[src/rtl/psc_pkg.sv]
// Shared sizing and helpers for the prescaler.
// Assumes power-of-two division with codes above MAX_CODE clamped.
package psc_pkg;
    localparam int DATA_W   = 8;
    localparam int SEL_W    = 4;
    localparam int MAX_CODE = 8;
    localparam int CNT_W    = MAX_CODE;
    localparam int N_CODES  = 1 << SEL_W;

    // Terminal count (period minus one) for a select code.
    function automatic logic [CNT_W-1:0] code_limit(input int code);
        if (code >= MAX_CODE) return {CNT_W{1'b1}};
        return CNT_W'((64'd1 << code) - 64'd1);
    endfunction
endpackage

[src/rtl/psc_unlock_reg.sv]
// Control register with a timed unlock.
// Writing KEY arms a window of WIN cycles. A write with the top bit clear,
// made inside the window, loads the select and closes the window.
// Assumes at most one write per cycle and that software keeps interrupts away.
module psc_unlock_reg #(
    parameter int DW       = 8,
    parameter int SW       = 4,
    parameter int WIN      = 4,
    parameter int RST_FAST = 0,
    parameter int RST_SLOW = 3
) (
    input  logic          clk,
    input  logic          rst_n,
    input  logic          boot_slow,
    input  logic          wr_en,
    input  logic [DW-1:0] wr_data,
    output logic          arm,
    output logic [SW-1:0] sel
);
    localparam int TMR_W = (WIN > 1) ? $clog2(WIN) : 1;
    localparam logic [DW-1:0] KEY = {1'b1, {(DW-1){1'b0}}};

    logic [TMR_W-1:0] tmr;
    logic             is_key;
    logic             sel_wr;

    // Decode the arming pattern and a select load.
    always_comb begin
        is_key = wr_en && (wr_data == KEY);
        sel_wr = wr_en && arm && !wr_data[DW-1];
    end

    // Unlock flag, window timer and select register.
    always_ff @(posedge clk) begin
        if (!rst_n) begin
            arm <= 1'b0;
            tmr <= '0;
            sel <= boot_slow ? SW'(RST_SLOW) : SW'(RST_FAST);
        end else if (sel_wr) begin
            sel <= wr_data[SW-1:0];
            arm <= 1'b0;
        end else if (is_key && !arm) begin
            arm <= 1'b1;
            tmr <= TMR_W'(WIN - 1);
        end else if (arm) begin
            if (tmr == '0) arm <= 1'b0;
            else           tmr <= tmr - 1'b1;
        end
    end

    // Checker: counts the cycles the flag has been up.
    logic [TMR_W:0] arm_age;
    always_ff @(posedge clk) begin
        if (!rst_n)   arm_age <= '0;
        else if (arm) arm_age <= arm_age + 1'b1;
        else          arm_age <= '0;
    end


    arm_rise_chk: assert property (@(posedge clk) disable iff (!rst_n)
        $rose(arm) |-> ($past(wr_en) && $past(wr_data) == KEY));

    arm_window_chk: assert property (@(posedge clk) disable iff (!rst_n)
        arm |-> (arm_age < (TMR_W+1)'(WIN)));

    sel_guard_chk: assert property (@(posedge clk) disable iff (!rst_n)
        !$stable(sel) |-> ($past(arm) && $past(wr_en) && !$past(wr_data[DW-1])));

    sel_close_chk: assert property (@(posedge clk) disable iff (!rst_n)
        !$stable(sel) |-> !arm);
endmodule

[src/rtl/psc_divider.sv]
// Power-of-two divider on the master clock. Emits a one-cycle enable at the
// end of each period. The select is only taken over at a period boundary, so
// every interval is either a whole old period or a whole new one.
// Assumes sel_req is synchronous to clk.
module psc_divider
    import psc_pkg::*;
#(
    parameter int SW = SEL_W,
    parameter int CW = CNT_W
) (
    input  logic          clk,
    input  logic          rst_n,
    input  logic [SW-1:0] sel_req,
    input  logic [SW-1:0] sel_init,
    output logic          div_en
);
    localparam int NC = 1 << SW;

    logic [CW-1:0] lim_tab [NC];
    logic [SW-1:0] act;
    logic [CW-1:0] cnt;
    logic [CW-1:0] lim;

    // Terminal count for each select code.
    for (genvar k = 0; k < NC; k++) begin : g_lim
        assign lim_tab[k] = CW'(code_limit(k));
    end

    // Current terminal count and period-end pulse.
    always_comb begin
        lim    = lim_tab[act];
        div_en = (cnt == lim);
    end

    // Period counter and active select, which is swapped only at wrap.
    always_ff @(posedge clk) begin
        if (!rst_n) begin
            cnt <= '0;
            act <= sel_init;
        end else if (div_en) begin
            cnt <= '0;
            act <= sel_req;
        end else begin
            cnt <= cnt + 1'b1;
        end
    end


    act_switch_chk: assert property (@(posedge clk) disable iff (!rst_n)
        !$stable(act) |-> $past(div_en));

    cnt_range_chk: assert property (@(posedge clk) disable iff (!rst_n)
        cnt <= lim);
endmodule

[src/rtl/sysclk_prescaler.sv]
// Top of the prescaler: an unlock-protected control register feeding a
// boundary-synchronised power-of-two divider.
// Assumes one clock domain and a synchronous active-low reset.
module sysclk_prescaler
    import psc_pkg::*;
(
    input  logic              clk,
    input  logic              rst_n,
    input  logic              boot_slow,
    input  logic              wr_en,
    input  logic [DATA_W-1:0] wr_data,
    output logic [DATA_W-1:0] rd_data,
    output logic              div_en
);
    localparam int RSV_W    = DATA_W - 1 - SEL_W;
    localparam int SEL_SLOW = 3;

    logic             arm;
    logic [SEL_W-1:0] sel;
    logic [SEL_W-1:0] sel_init;

    // Reset select chosen by the strap.
    always_comb sel_init = boot_slow ? SEL_W'(SEL_SLOW) : '0;

    psc_unlock_reg #(
        .DW(DATA_W), .SW(SEL_W), .WIN(4), .RST_FAST(0), .RST_SLOW(SEL_SLOW)
    ) u_reg (
        .clk(clk), .rst_n(rst_n), .boot_slow(boot_slow),
        .wr_en(wr_en), .wr_data(wr_data), .arm(arm), .sel(sel)
    );

    psc_divider #(.SW(SEL_W), .CW(CNT_W)) u_div (
        .clk(clk), .rst_n(rst_n), .sel_req(sel), .sel_init(sel_init),
        .div_en(div_en)
    );

    // Read-back layout: flag, reserved zeros, select.
    always_comb rd_data = {arm, {RSV_W{1'b0}}, sel};
endmodule

[config.mk]
export PLATFORM = sky130hd
export DESIGN_NAME = sysclk_prescaler
export DESIGN_NICKNAME = d
export VERILOG_FILES = /design/src/rtl/psc_pkg.sv /design/src/rtl/psc_unlock_reg.sv /design/src/rtl/psc_divider.sv /design/src/rtl/sysclk_prescaler.sv
export SDC_FILE = /design/constraint.sdc
export NUM_CORES = 1
export LEC_CHECK = 0
export CORE_MARGIN = 3
export CORE_UTILIZATION = 40
export DETAILED_ROUTE_END_ITERATION = 16
export SETUP_SLACK_MARGIN = 0.5
export SLEW_MARGIN = 20
export SYNTH_ARGS = -nofsm -noshare
export SYNTH_HDL_FRONTEND = slang
export SYNTH_SLANG_ARGS = --single-unit
[constraint.sdc]
create_clock -name clk -period 2.9 [get_ports clk]
set_clock_uncertainty 0.1 [all_clocks]
set_input_delay 0.29 -clock clk [delete_from_list [all_inputs] [get_ports clk]]
set_output_delay 0.29 -clock clk [all_outputs]
set_load 0.005 [all_outputs]
==> summary.txt <==
Run status
  • Status: complete, no violations

Critical path
  • Crit path required time: 2.51 ns
  • Peak fanout along the critical path: 8
  • RR Startpoint: u_div.act[1]$_DFFE_PP_
  • Arrival time at the worst endpoint: 1.93 ns
  • Reg-to-Reg End: u_div.act[1]$_DFFE_PP_
  • Critical-path cell list: or3_1 -> a2111o_1 -> a2bb2oi_2 -> and2_1 -> buf_2
  • Worst setup EP type: output port
  • Critical path startpoint category: flop
  • Worst R2R Setup Slack: 0.64 ns
  • Slowest Stage Delay on Critical Path: 0.50 ns
  • Critical path type: reg -> out
  • Slowest CP cell: edfxtp_1
  • Worst Reg-to-Reg Cells: 6

Global routing
  • Vias in the first global route: 836
  • GR Overflow Total: 0
  • Pin count of the biggest net entering global routing: 15
  • Total track usage: 13.9%
  • First-pass GRT wire length: 3.60 mm
  • Initial antenna violation count: 0

Worst hold path
  • Hold Crit Endpoint: u_reg.tmr[1]$_SDFFE_PN0P_
  • Hold Path Cell Cnt: 1
  • Hold Crit Start: u_reg.tmr[1]$_SDFFE_PN0P_
  • Hold Path Class: reg -> reg

Place
  • GP Congestion: 0.834
  • DP HPWL: 1.56 mm
  • Port Buffers: 17
  • Placed Cells incl. Taps: 153

Die
  • Row Count: 18
  • Area of the core: 0.00250 mm^2
  • Die Ht: 57.7 um
  • Die Width: 57.7 um
  • Starting density of the core: 42.8%
  • Die area: 0.00333 mm^2
  • Io pins: 21

Route
  • DR vias/cell: 5.49
  • Remaining DRCs: 0
  • Top Layer Used: met4
  • Length of routed met3 wiring: 106 um
  • DRT Wirelength: 2.15 mm
  • Avg WL per Cell: 13.2 um
  • Antenna Nets Post-Route: 0
  • TritonRoute pass-1 iters: 4
  • DR iter-0 viols: 26
  • M1 WL: 882 um
  • WL met2: 1.15 mm
  • Vias after detailed routing: 895

Timing
  • Fmax: 431 MHz
  • Hold Violations, Final: 0
  • Setup tns final: 0 ns
  • Period utilization: 80.1%
  • Tmin final: 2.32 ns
  • Final setup violation count: 0
  • RSZ-0062 raised after global routing: true
  • Slew Limit Fails: 0

Final layout
  • Nets@finish: 148
  • Area growth syn-to-layout: 23.2%
  • Post-route core utilization: 52.7%
  • Most frequent cells in the layout: 16 x nand2_1, 16 x clkdlybuf4s50_1, 11 x dfxtp_1
  • Ant. Diodes: 0
  • Share of cells above drive strength 1: 12.8%
  • Fin cells: 163

Clock tree
  • Max clock buf depth: 2
  • Htree depth: 1
  • Worst skew pair latency: 0.29 ns
  • Clock buffer count from CTS: 3
  • Hold_buf cts: 0
  • Clock sinks: 19
  • CTS clk-pin slew, worst paths: 0.10 ns
  • Clock tree from TritonCTS: yes
  • Clock root cell: clkbuf_4

Run
  • Max Cap Viol: 0

Power and ir drop
  • Worst VDD drop: 0.353 mV
  • Power per cell area: 401 mW/mm^2
  • Leak: 0.000544 uW

Synth
  • Mapped cell area: 0.00107 mm^2
  • Syn Area/Cell: 9.73 um^2
  • Seq cells post-synth: 19
  • Netlist cell types: 38
  • Post-Syn Instances: 110
  • Yosys warns: 0
  • Register area share after synthesis: 43.0%
timing repair:
item                       4_1_cts  5_1_grt
buffers inserted                 6        0
pin swaps                        6        3
setup endpoints to repair        1        5
gates resized for setup          4        1
cell usage after synthesis:
master      n  share of area (%)
edfxtp_1    8                 22
nor4_1      1               0.59
buf_2       1               0.47
mux2i_1     1               0.94
dfxtp_1    11                 21
a21oi_1     1               0.47
or3_1       1               0.59
a31o_2      1               0.82
clkinv_1    1               0.35
nor4bb_1    1               0.94
a21boi_0    1               0.70
a21o_1      1               0.70
a2bb2oi_2   1                1.4
xor2_1      4                3.3
and2_1      7                4.1
o211a_1     3                2.8
inv_1       2               0.70
a211oi_1    8                5.6
or3b_2      1               0.82
buf_4       4                2.8
o21ai_1     1               0.47
o21a_1      1               0.70
ha_1        2                2.3
a211o_1     2                1.6
and3_1      3                1.8
nor2b_1     1               0.59
conb_1      1               0.35
nand2_1    16                5.6
o21ai_0     3                1.4
xnor2_1     2                1.6
clkbuf_1    2               0.70
nand3_1     7                3.3
a221oi_4    1                2.5
or4_1       2                1.4
nor2_1      3                1.1
a2111o_1    1                1.1
nor3b_1     2                1.4
buf_6       1                1.1
cell families (layout without fill, tap and decap cells):
logic type               count (synthesis)  count (layout)  share of synthesized area (%)
other                                    1               3                          0.351
AO/OA/AOI/OAI                           25              25                           20.2
adder cells (fa/ha/maj)                  2               2                           2.34
flip-flops                              19              19                           43.0
buffers and inverters                   11              32                           6.08
multiplexers                             1               1                          0.936
XOR/XNOR                                 6               6                           4.91
AND/OR/NAND/NOR                         45              45                           22.1
cell type report:
cell class              count  area [um^2]
flip-flops and latches     19          460
multi-input cells          82          557
inverters                   3         11.3
repair buffers             25          225
fillers                   232         1180
well taps                  30         37.5
clock buffers               4         26.3
metrics by stage:
stage	worst slack, ns	area, um^2	hold WS (ns)	total power [uW]
2_1_floorplan	0.780	1080	0.312	358
6_report	0.577	1320	0.415	528
3_5_place_dp	0.453	1250	0.387	392
5_1_grt	0.469	1320	0.421	553
3_3_place_gp	0.478	1250	0.381	390
4_1_cts	0.522	1310	0.411	532
worst max-delay path: cells and delay by family (launching register included):
family / cells / cell delay [ns]
compound gates: 2 / 0.52
simple gates: 2 / 0.51
flops: 1 / 0.50
buf+inv: 1 / 0.11
per-layer routing:
layer | vias up | GRT usage (%)
met5 | - | 0
met4 | 0 | 2.98
met3 | 2 | 4.68
met2 | 21 | 25.5
met1 | 424 | 15.6
li1 | 448 | -
where the power goes:
group,total (uW),internal (uW),switching (uW)
Sequential,309,293,16.2
Combinational,84.8,49.0,35.8
Clock,134,53.5,80.7
worst max-delay path by stage:
| stage | from | to | slack [ns] | depth (start not counted) |
|---|---|---|---|---|
| floorplan | u_div.act[1]$_DFFE_PP_ | u_div.act[0]$_DFFE_PP_ | 0.78 | 5 |
| global placement | u_div.act[1]$_DFFE_PP_ | div_en | 0.48 | 5 |
| detailed placement | u_div.act[1]$_DFFE_PP_ | div_en | 0.45 | 5 |
| CTS | u_div.act[2]$_SDFFCE_PN0P_ | div_en | 0.52 | 5 |
| global route | u_div.act[1]$_DFFE_PP_ | div_en | 0.47 | 5 |
| finish | u_div.act[1]$_DFFE_PP_ | div_en | 0.58 | 5 |
registers in the layout (all words and copies together), names as in the netlist:
name	count
u_div.cnt	8
u_reg.arm	1
u_div.act	4
u_reg.tmr	2
u_reg.sel	4
Power figures use the tool's default switching activity.
